File: config.mk
export PLATFORM = sky130hd
export DESIGN_NAME = cart_bank_mapper
export DESIGN_NICKNAME = d
export VERILOG_FILES = /design/src/rtl/cart_map_pkg.sv /design/src/rtl/cmap_ctrl_regs.sv /design/src/rtl/cmap_addr_gen.sv /design/src/rtl/cmap_data_path.sv /design/src/rtl/cart_bank_mapper.sv
export SDC_FILE = /design/constraint.sdc
export NUM_CORES = 1
export LEC_CHECK = 0
export BUFFER_PORTS_ARGS = -buffer_cell sky130_fd_sc_hd__buf_2
export CAP_MARGIN = 10
export CORE_UTILIZATION = 35
export DETAILED_ROUTE_END_ITERATION = 8
export GPL_TIMING_DRIVEN = 0
export PLACE_DENSITY = 0.91
export SYNTH_ARGS = -nofsm -noshare
export SYNTH_HDL_FRONTEND = slang
export SYNTH_SLANG_ARGS = --single-unit
File: constraint.sdc
create_clock -name clk -period 4 [get_ports clk]
set_clock_uncertainty 0.1 [all_clocks]
set_input_delay 1.2 -clock clk [delete_from_list [all_inputs] [get_ports clk]]
set_output_delay 1.2 -clock clk [all_outputs]
set_load 0.02 [all_outputs]
File: src/rtl/cart_map_pkg.sv
package cart_map_pkg;

  typedef enum logic [1:0] {
    RG_RAMGATE = 2'd0,
    RG_BANKLO  = 2'd1,
    RG_BANKHI  = 2'd2,
    RG_MODE    = 2'd3
  } ctl_region_e;

  localparam logic [7:0] RAM_ON_KEY  = 8'h0A;
  localparam logic [7:0] RAM_OFF_KEY = 8'h00;
  localparam logic [2:0] RAM_WIN_TAG = 3'b101;

  // Place the high field above the low field at the stride position.
  function automatic logic [6:0] join_bank(input logic [1:0] hi,
                                           input logic [4:0] lo,
                                           input bit         quad);
    if (quad) join_bank = {1'b0, hi, lo[3:0]};
    else      join_bank = {hi, lo};
  endfunction

endpackage

File: src/rtl/cmap_ctrl_regs.sv
module cmap_ctrl_regs
  import cart_map_pkg::*;
#(
  parameter bit MULTICART = 1'b0
) (
  input  logic       clk,
  input  logic       rst,
  input  logic       bus_wr,
  input  logic [2:0] bus_top,
  input  logic [7:0] wdata,
  output logic [4:0] lo_q,
  output logic [1:0] hi_q,
  output logic       mode_q,
  output logic       ram_on_q
);

  localparam logic [4:0] LO_MASK = MULTICART ? 5'h0F : 5'h1F;

  logic        wr_en;
  ctl_region_e region;
  logic [4:0]  lo_raw;
  logic [4:0]  lo_next;

  assign wr_en  = bus_wr && !bus_top[2];
  assign region = ctl_region_e'(bus_top[1:0]);

  // Remap zero before masking; the multicart mask may then yield zero.
  always_comb begin
    lo_raw  = (wdata[4:0] == 5'd0) ? 5'd1 : wdata[4:0];
    lo_next = lo_raw & LO_MASK;
  end

  always_ff @(posedge clk) begin
    if (rst) begin
      lo_q     <= 5'd1;
      hi_q     <= 2'd0;
      mode_q   <= 1'b0;
      ram_on_q <= 1'b0;
    end else if (wr_en) begin
      unique case (region)
        RG_RAMGATE: begin
          if (wdata == RAM_ON_KEY)       ram_on_q <= 1'b1;
          else if (wdata == RAM_OFF_KEY) ram_on_q <= 1'b0;
        end
        RG_BANKLO: lo_q   <= lo_next;
        RG_BANKHI: hi_q   <= wdata[1:0];
        RG_MODE:   mode_q <= wdata[0];
        default: ;
      endcase
    end
  end


  reset_state_chk: assert property (@(posedge clk) disable iff (rst)
    $fell(rst) |-> (lo_q == 5'd1 && hi_q == 2'd0 && !mode_q && !ram_on_q));


  bank_hold_chk: assert property (@(posedge clk) disable iff (rst)
    !wr_en |=> $stable({lo_q, hi_q, mode_q, ram_on_q}));


  ram_key_on_chk: assert property (@(posedge clk) disable iff (rst)
    (wr_en && region == RG_RAMGATE && wdata == RAM_ON_KEY) |=> ram_on_q);


  ram_key_keep_chk: assert property (@(posedge clk) disable iff (rst)
    (wr_en && region == RG_RAMGATE && wdata != RAM_ON_KEY && wdata != RAM_OFF_KEY)
      |=> $stable(ram_on_q));


  lo_nonzero_chk: assert property (@(posedge clk) disable iff (rst)
    MULTICART || (lo_q != 5'd0));

endmodule

File: src/rtl/cmap_addr_gen.sv
module cmap_addr_gen
  import cart_map_pkg::*;
#(
  parameter int ROM_BYTES = 2097152,
  parameter int RAM_BYTES = 32768,
  parameter bit MULTICART = 1'b0,
  localparam int ROM_AW = $clog2(ROM_BYTES),
  localparam int RAM_AW = $clog2(RAM_BYTES)
) (
  input  logic              clk,
  input  logic              rst,
  input  logic [14:0]       cpu_addr,
  input  logic [4:0]        lo_i,
  input  logic [1:0]        hi_i,
  input  logic              mode_i,
  output logic [ROM_AW-1:0] rom_addr,
  output logic [RAM_AW-1:0] ram_addr
);

  localparam logic [ROM_AW-1:0] ROM_MASK = ROM_AW'(ROM_BYTES - 1);
  localparam logic [RAM_AW-1:0] RAM_MASK = RAM_AW'(RAM_BYTES - 1);

  logic [6:0] sw_bank;
  logic [6:0] fix_bank;
  logic [1:0] ram_bank;
  logic [6:0] sel_bank;

  always_comb begin
    sw_bank  = join_bank(hi_i, lo_i, MULTICART);
    fix_bank = mode_i ? join_bank(hi_i, 5'd0, MULTICART) : 7'd0;
    ram_bank = mode_i ? hi_i : 2'd0;
    sel_bank = cpu_addr[14] ? sw_bank : fix_bank;
    rom_addr = ROM_AW'({sel_bank, cpu_addr[13:0]}) & ROM_MASK;
    ram_addr = RAM_AW'({ram_bank, cpu_addr[12:0]}) & RAM_MASK;
  end


  mode0_zero_chk: assert property (@(posedge clk) disable iff (rst)
    !mode_i |-> (fix_bank == 7'd0 && ram_bank == 2'd0));

endmodule

File: src/rtl/cmap_data_path.sv
module cmap_data_path
  import cart_map_pkg::*;
(
  input  logic       clk,
  input  logic       rst,
  input  logic [2:0] bus_top,
  input  logic       cpu_wr,
  input  logic       ram_on_i,
  input  logic [7:0] rom_rdata,
  input  logic [7:0] ram_rdata,
  output logic [7:0] cpu_rdata,
  output logic       ram_we
);

  logic in_ram_win;

  always_comb begin
    in_ram_win = (bus_top == RAM_WIN_TAG);
    ram_we     = cpu_wr && in_ram_win && ram_on_i;
    if (!bus_top[2])                 cpu_rdata = rom_rdata;
    else if (in_ram_win && ram_on_i) cpu_rdata = ram_rdata;
    else                             cpu_rdata = 8'hFF;
  end


  ram_off_read_chk: assert property (@(posedge clk) disable iff (rst)
    (in_ram_win && !ram_on_i) |-> (cpu_rdata == 8'hFF && !ram_we));

endmodule

File: src/rtl/cart_bank_mapper.sv
module cart_bank_mapper #(
  parameter int ROM_BYTES = 2097152,
  parameter int RAM_BYTES = 32768,
  parameter bit MULTICART = 1'b0,
  localparam int ROM_AW = $clog2(ROM_BYTES),
  localparam int RAM_AW = $clog2(RAM_BYTES)
) (
  input  logic              clk,
  input  logic              rst,
  input  logic [15:0]       cpu_addr,
  input  logic [7:0]        cpu_wdata,
  input  logic              cpu_wr,
  input  logic [7:0]        rom_rdata,
  input  logic [7:0]        ram_rdata,
  output logic [7:0]        cpu_rdata,
  output logic [ROM_AW-1:0] rom_addr,
  output logic [RAM_AW-1:0] ram_addr,
  output logic              ram_we,
  output logic              ram_active
);

  logic [4:0] lo_q;
  logic [1:0] hi_q;
  logic       mode_q;
  logic       ram_on_q;

  cmap_ctrl_regs #(.MULTICART(MULTICART)) u_regs (
    .clk      (clk),
    .rst      (rst),
    .bus_wr   (cpu_wr),
    .bus_top  (cpu_addr[15:13]),
    .wdata    (cpu_wdata),
    .lo_q     (lo_q),
    .hi_q     (hi_q),
    .mode_q   (mode_q),
    .ram_on_q (ram_on_q)
  );

  cmap_addr_gen #(
    .ROM_BYTES (ROM_BYTES),
    .RAM_BYTES (RAM_BYTES),
    .MULTICART (MULTICART)
  ) u_addr (
    .clk      (clk),
    .rst      (rst),
    .cpu_addr (cpu_addr[14:0]),
    .lo_i     (lo_q),
    .hi_i     (hi_q),
    .mode_i   (mode_q),
    .rom_addr (rom_addr),
    .ram_addr (ram_addr)
  );

  cmap_data_path u_data (
    .clk       (clk),
    .rst       (rst),
    .bus_top   (cpu_addr[15:13]),
    .cpu_wr    (cpu_wr),
    .ram_on_i  (ram_on_q),
    .rom_rdata (rom_rdata),
    .ram_rdata (ram_rdata),
    .cpu_rdata (cpu_rdata),
    .ram_we    (ram_we)
  );

  assign ram_active = ram_on_q;

endmodule

Yosys cells after proc, flatten, opt, wreduce, memory -nomap -nowiden. Cells that the tools add are included.

Eq/ne operators: 5. Divide/modulo/power cells: 0. Muxes and demuxes: 8. Bitwise logic cells: 0. Shift operators: 0. Reduce and logical (&&, ||, !) cells: 13. $lt $le $gt $ge: 0. Add/sub/neg operators: 0. $mul: 0.

Operators by type and width (count): 2-to-1 mux 8 bit (2); 2-to-1 mux 7 bit (2); equality test 8 x 4 -> 1 bit (second input constant) (1); logical NOT 8 bit (1); AND reduction 2 bit (3); logical NOT 5 bit (1); 2-to-1 mux 5 bit (1); equality test 2 bit (second input constant) (2); logical AND 1 bit (4); equality test 3 bit (second input constant) (1); AND reduction 3 bit (1); equality test 2 x 1 -> 1 bit (second input constant) (1); logical NOT 2 bit (1); 2-to-1 mux 1 bit (2); 2-to-1 mux 2 bit (1); nonzero test 2 bit (1); logical NOT 1 bit (1).

Flip-flop bits (word level): 9. Bits in writable memories: 0. Memory bits (read-only): 0. Memories: 0. Latch bits: 0.

Depth between registers and ports, before layout. Gate-level depths: netlist of run 1.

Word-level depth: 4. Mapped depth: 4. Mapped depth without buffers: 3.

By module. From an unflattened synthesis of run 1, not the netlist that was laid out.

Cells, all modules: 106. Area, all modules: 812.0 µm².

Modules (own cells, without submodules): cmap_ctrl_regs (instances 1, area an instance 395.4 µm², cells each 41); cmap_addr_gen (instances 1, area an instance 261.5 µm², cells each 36); cmap_data_path (instances 1, area an instance 155.1 µm², cells each 29).

Worst setup path before layout of run 1. OpenSTA, ideal clock, no wires.

Path kind: input to output. From: input port cpu_addr[14]. To: output port ram_we. Path slack: 0.732 ns. Arrival: 1.968 ns. Buffers on the path: 1. Cell stages on the path: 3. Data required time: 2.700 ns. Cell sequence: clkbuf_2 nand4b_2 nor2_1.

Cells in the longest elaborated chain, start to end: 3.

RTL lines: from (decl) (RTL line cart_bank_mapper.sv:10) `input logic [15:0] cpu_addr,`; equality test 3 bit (RTL line cmap_data_path.sv:18) `in_ram_win = (bus_top == RAM_WIN_TAG);`; logical AND 1 bit (2 in a row) (RTL line cmap_data_path.sv:19) `ram_we = cpu_wr && in_ram_win && ram_on_i;`; to (decl) (RTL line cart_bank_mapper.sv:18) `output logic ram_we,`.

Every way passes these cells.

Final worst setup path of run 1.
From: input port cpu_addr[14]. To: output port cpu_rdata[1].

Cells in the longest elaborated chain, start to end: 4.

RTL lines: equality test 3 bit (RTL line cmap_data_path.sv:18); logical AND 1 bit (RTL line cmap_data_path.sv:21) `else if (in_ram_win && ram_on_i) cpu_rdata = ram_rdata;`; 2-to-1 mux 8 bit (RTL line cmap_data_path.sv:21); 2-to-1 mux 8 bit (RTL line cmap_data_path.sv:20) `if (!bus_top[2]) cpu_rdata = rom_rdata;`; to (decl) (RTL line cart_bank_mapper.sv:15) `output logic [7:0] cpu_rdata,`.

Every way passes these cells.

==> impl_results.md, run 1 <==
* Starting Density at 0.379
* FF-to-FF Start: u_regs.ram_on_q
* Total number of H-tree levels at 1
* Ys Warns at 0
* FILL cells at 188
* Hold Path Depth at 2
* Die area at 2360 sq um
* Worst Setup Start Kind: primary input
* Fmax at 280 MHz
* Vias/cell at 4.65
* Most frequent CP cell: buf_2
* Clock share of power at 0.274
* Dpl ws at 0.405 ns
* Worst setup EP type: primary output
* Gate power share at 0.379
* Setup Buffers After CTS at 0
* Seq pwr share at 0.347
* Fin nets at 213
* Mapped Nets at 133
* Clock-pin slew on the worst setup and hold paths at 0.06 ns
* Netlist cell types at 23
* Worst Path Arrival at 2.27 ns
* Synth-to-Final Area Change at 57.3%
* Hold Path End: u_regs.lo_q[3]
* Area leader, netlist: buf_4
* R2R Path End: u_regs.ram_on_q
* Max-Cap Viols at 0
* Drt total wl at 2380 microns
* Final Cycle Share at 0.893
* CTS Buf Count at 3
* Pin count of the biggest net entering global routing at 11
* Hold_sp: u_regs.lo_q[3]
* Lkg Pwr at 0.683 nW
* Final setup vio count at 0
* Vias at 911
* Final Critical Period at 3.57 ns
* Synthesized instance count at 90
* Die Width at 48.6 microns
* Setup slack, reg-to-reg at 3.12 ns
* Slew @ Worst Pin at 0.400 ns
* Unrepaired setup endpoints after global routing: false
* # DRC at 0
* CTS Root Cell: clkbuf_4
* Initial DRC Count at 3
* Total grt overflow at 0
* Total track usage at 0.213
* Max VDD drop at 288 uV
* Clk buf depth at 2
* TNS Setup at 0 ns
* Critical path type: in2out
* Switching fraction of total power at 0.329
* Reg area at 180 sq um
* Syn Area/Cell at 8.44 sq um
* Max Fanout on Critical Path at 10
* Largest cells by area after synthesis: buf_4 (27%), dfxtp_1 (24%), mux2i_1 (9.2%), o22a_1 (9.2%), and2_1 (5.8%)
* Area of the multi-input gates at 347 sq um
* Crit-path cells: buf_2, clkbuf_2, nand4b_2, o22a_1, buf_2
* CTS tree: yes
* Gpl congestion at 0.738
* CTS Sinks at 9
* Critical path's largest stage delay at 0.36 ns
* Routed Antenna Nets at 0
* Number of antenna diodes at 0
* Hold Buf Count CTS at 0
* P_sw at 0.0875 mW
* Layout cell share with drive strength beyond 1 at 0.651
* Hold Violations, Final at 0
* Sequential area share after synthesis at 0.237
* Required @ worst endpoint at 2.70 ns
* Number of port buffers at 75
* Die Ht at 48.6 microns
* Run status: finished clean
* Initial antenna violation count at 0
* Hold WC Path Type: reg2reg
* Clock Latency Late Sink at 0.26 ns
* Pint at 0.179 mW
* Syn Std Cell Area at 759 sq um
* First-pass GRT wire length at 3940 microns
* Yosys top cell area share at 0.267
* Worst setup margin at 0.427 ns
* DP HPWL at 1950 microns
* Synth Register Bits at 9
* Pwr dens at 223 nW/um^2
* DRT Pass-1 Iters at 4
* Drt wl/cell at 12.1 microns
* # rows at 16
* R2R depth at 2
* Worst path slowest cell: nand4b_2
* IO Pins at 89
* Vias in the first global route at 869
* Rel. slew slack at 0.734
* PostCTS Resize Cnt at 0
* Core Footprint at 2000 sq um
* Fin. max-slew vios at 0
[how the worst max path moves through the flow]
| stage | slack (ns) | to | start | cells past startpoint |
|---|---|---|---|---|
| global placement | 0.46 | cpu_rdata[7] | cpu_addr[14] | 5 |
| finish | 0.43 | cpu_rdata[1] | cpu_addr[14] | 5 |
| global route | 0.34 | cpu_rdata[7] | cpu_addr[14] | 5 |
| floorplan | 0.73 | ram_we | cpu_addr[14] | 3 |
| detailed placement | 0.41 | cpu_rdata[7] | cpu_addr[14] | 5 |
| CTS | 0.41 | cpu_rdata[7] | cpu_addr[14] | 5 |
[per-layer routing]
metal  vias to the layer above  track usage  share of wire
met2                        57        0.415           0.54
met1                       403        0.221           0.36
met5                         -            0              0
met3                         6       0.0283          0.084
li1                        445            -              -
met4                         0        0.103          0.021
[layout make-up]
| class | count | share of cell area |
|---|---|---|
| sequential | 9 | 0.151 |
| multi-input combinational | 47 | 0.290 |
| buffer | 31 | 0.185 |
| inverter | 3 | 0.00942 |
| timing repair buffer | 75 | 0.314 |
| clock buffer | 4 | 0.0220 |
| tap | 27 | 0.0283 |
[Yosys cell counts]
cell type  instances
and2_1             7
a2111oi_1          1
dfxtp_1            9
mux2i_1            7
buf_2              2
nand2_1            2
and4bb_2           1
and3_1             1
o22a_1             8
nand4b_2           1
clkbuf_2           1
inv_1              3
o32ai_1            1
nor4b_1            1
a21oi_1            1
nand4bb_1          1
clkbuf_1           1
or4_1              1
o21a_1             2
nor2_1             9
nand4b_1           1
buf_4             27
nor4_1             2
[power groups by stage]
stage	Clock [mW]	Combinational, mW	Sequential, mW
floorplan	0	0.0628	0.0941
global placement	0	0.0985	0.0942
detailed placement	0	0.101	0.0944
CTS	0.0721	0.101	0.0924
global route	0.0755	0.108	0.0926
finish	0.0730	0.101	0.0924
[through the flow]
stage	power, mW	std cells	instance area (sq um)	hold WS, ns	utilization
after CTS	0.266	196	1190	0.400	0.597
after detailed placement	0.195	192	1170	0.382	0.584
final	0.266	196	1190	0.393	0.597
after global routing	0.276	196	1190	0.438	0.597
after floorplan	0.157	90	759	0.355	-
after global placement	0.193	192	1170	0.370	0.584
[kinds of logic (layout without fill, tap and decap cells)]
family                 Yosys count  count (layout)  synth area share
buffers and inverters           34             113             0.306
AO/OA/AOI/OAI                   13              13             0.143
flip-flops                       9               9             0.237
multiplexers                     7               7            0.0923
AND/OR/NAND/NOR                 27              27             0.221
[placed cells by master (no fill, tap or decap)]
cell	n
a21oi_1	1
buf_2	77
mux2i_1	7
inv_1	3
nor4_1	2
o22a_1	8
nand4b_2	1
or4_1	1
dfxtp_1	9
nor4b_1	1
nand4bb_1	1
nand2_1	2
clkbuf_2	1
clkbuf_1	2
and4bb_2	1
nand4b_1	1
and2_1	7
and3_1	1
nor2_1	9
o32ai_1	1
o21a_1	2
clkbuf_4	3
a2111oi_1	1
buf_4	27
[worst max-delay path, delay by kind of cell]
family                 cells  cell delay [ns]
buffers and inverters      3             0.45
AOI/OAI and AO/OA          1             0.26
and+or+nand+nor            1             0.36
[registers in the layout (all words and copies together) (netlist names)]
| register | count |
|---|---|
| u_regs.ram_on_q | 1 |
| u_regs.mode_q | 1 |
| u_regs.hi_q | 2 |
| u_regs.lo_q | 5 |
No activity file was read; power rests on OpenSTA's default activity.
==> run 2, diff against run 1 <==
Settings changed: CORE_UTILIZATION 35 to 33, PLACE_DENSITY 0.91 to 0.87.
Clock period 4 ns to 3.3 ns, I/O delays scaled along.
==> impl_results.md, run 2 (same netlist as run 1, synthesis figures left out) <==
* Layout cell share with drive strength beyond 1 at 0.651 (unchanged)
* Worst setup EP type: primary output
* Routed Antenna Nets at 0 (unchanged)
* Clock share of power at 0.262 (-0.012)
* Commonest non-fill, non-tap cells in the layout: buf_2 (77), buf_4 (27), nor2_1 (9), dfxtp_1 (9), o22a_1 (8)
* Setup Buffers After CTS at 0 (unchanged)
* Total track usage at 0.170 (-0.0437)
* Hold WS at 0.388 ns (-0.00506 ns)
* Largest register by flop count: u_regs.lo_q
* Worst Setup Start Kind: primary input
* Unrepaired setup endpoints after global routing: false
* Vias in the first global route at 783 (-9.9%)
* Pwr dens at 264 nW/um^2 (+18%)
* CTS tree: yes
* CTS Root Cell: clkbuf_4
* Drt wl/cell at 10.8 microns (-11%)
* Drt total wl at 2130 microns (-10%)
* Rel. slew slack at 0.722 (-0.0113)
* Clk buf depth at 2 (unchanged)
* Clock-pin slew on the worst setup and hold paths at 0.06 ns (about the same)
* PostCTS Resize Cnt at 0 (unchanged)
* Number of antenna diodes at 0 (unchanged)
* Max VDD drop at 195 uV (-32%)
* Switching fraction of total power at 0.314 (-0.0142)
* IO Pins at 89 (unchanged)
* Die Ht at 50.0 microns (+2.9%)
* Run status: finished clean
* Clock Latency Late Sink at 0.25 ns (about the same)
* Worst path slowest cell: nand4b_2
* Final Critical Period at 3.14 ns
* Critical path type: in2out
* Placement Cell Area at 1170 sq um (+0.11%)
* Worst Path Arrival at 2.05 ns (-0.22 ns)
* CTS Buf Count at 3 (unchanged)
* Starting Density at 0.347 (-0.0327)
* Crit-path cells: buf_2, clkbuf_2, nand4b_2, o22a_1, buf_2
* Vias/cell at 4.47 (-3.9%)
* Most frequent CP cell: buf_2
* Seq pwr share at 0.355 (+0.008)
* Kind of cell adding the most delay to the critical path: buffers and inverters
* Gpl congestion at 0.758 (+2.7%)
* DP HPWL at 1830 microns (-6.4%)
* Cell area after layout at 1200 sq um (+0.10%)
* Pint at 0.216 mW (+21%)
* P_sw at 0.0992 mW (+13%)
* # rows at 17 (+1)
* Initial antenna violation count at 0 (unchanged)
* Final Cycle Share at 0.950
* Commonest non-fill, non-tap cell in the layout: buf_2
* CTS Sinks at 9 (unchanged)
* Max reg flops at 5 (unchanged)
* Total grt overflow at 0 (unchanged)
* TNS Setup at 0 ns (unchanged)
* Fin nets at 213 (unchanged)
* Fmax at 319 MHz
* Die area at 2500 sq um (+5.8%)
* First-pass GRT wire length at 3230 microns (-18%)
* Max-Cap Viols at 0 (unchanged)
* Hold Violations, Final at 0 (unchanged)
* Number of port buffers at 75 (unchanged)
* Total number of H-tree levels at 1 (unchanged)
* Gate power share at 0.383 (+0.004)
* FILL cells at 219 (+16%)
* Synth-to-Final Area Change at 57.5%
* DRT Pass-1 Iters at 4 (unchanged)
* Max Fanout on Critical Path at 10 (unchanged)
* Initial DRC Count at 7 (+4)
* Vias at 880 (-3.4%)
* Core Footprint at 2190 sq um (+9.4%)
* Post-route core utilization at 0.546 (-0.0509)
* Hold Buf Count CTS at 0 (unchanged)
* Hold WC Path Type: reg2reg
* Slew @ Worst Pin at 0.416 ns (+0.0169 ns)
* Crit path buffers/inverters at 3 (unchanged)
* Lkg Pwr at 0.683 nW (unchanged)
* Largest regs: u_regs.lo_q (5), u_regs.hi_q (2)
* Required @ worst endpoint at 2.21 ns (-0.49 ns)
* Fin. max-slew vios at 0 (unchanged)
* Final setup vio count at 0 (unchanged)
* Die Width at 50.0 microns (+2.9%)
* Critical path's largest stage delay at 0.35 ns (about the same)
* # DRC at 0 (unchanged)
* Pin count of the biggest net entering global routing at 11 (unchanged)
-- run 2: cell counts in the layout (fill, tap and decap cells not counted) --
Identical to the previous run, type by type.
-- run 2: metal layers --
metal | vias up | track usage | routed length (microns)
met1 | 389 | 0.158 | 768
met4 | 0 | 0.0429 | 0
met3 | 0 | 0.0525 | 201
met5 | - | 0 | 0
met2 | 46 | 0.345 | 1160
li1 | 445 | - | -
-- run 2: metrics by stage --
step           instances  total power [mW]  worst slack (ns)
6_report             197             0.316             0.164
5_1_grt              197             0.333            0.0770
4_1_cts              197             0.319             0.146
3_5_place_dp         193             0.236             0.150
3_3_place_gp         193             0.234             0.153
2_1_floorplan         90             0.190             0.452
-- run 2: worst register-to-register path, stage by stage (launching register included) --
cell and delay [ns]:
dfxtp_1 0.37, inv_1 0.06, o32ai_1 0.25
-- run 2: power groups by stage --
stage	logic [mW]	clock network (mW)	registers (mW)
finish	0.121	0.0829	0.112
global route	0.130	0.0914	0.112
CTS	0.122	0.0857	0.112
detailed placement	0.121	0	0.114
global placement	0.120	0	0.114
floorplan	0.0761	0	0.114
-- run 2: final cells by class --
type,count,area [sq um],area share
buffer,31,221,0.185
clock buffer,4,26.3,0.0220
inverter,3,11.3,0.00941
multi-input combinational,47,347,0.290
sequential,9,180,0.151
tap,28,35.0,0.0293
timing repair buffer,75,375,0.314
-- run 2: path summary, 6_finish.rpt --
kind / start / end / slack, ns / depth (start not counted)
worst max register to register: u_regs.ram_on_q / u_regs.ram_on_q / 2.44 / 2
worst max-delay path: cpu_addr[14] / cpu_rdata[7] / 0.16 / 5
worst min register to register: u_regs.lo_q[4] / u_regs.lo_q[4] / 0.39 / 2
worst min-delay path: u_regs.lo_q[4] / u_regs.lo_q[4] / 0.39 / 2
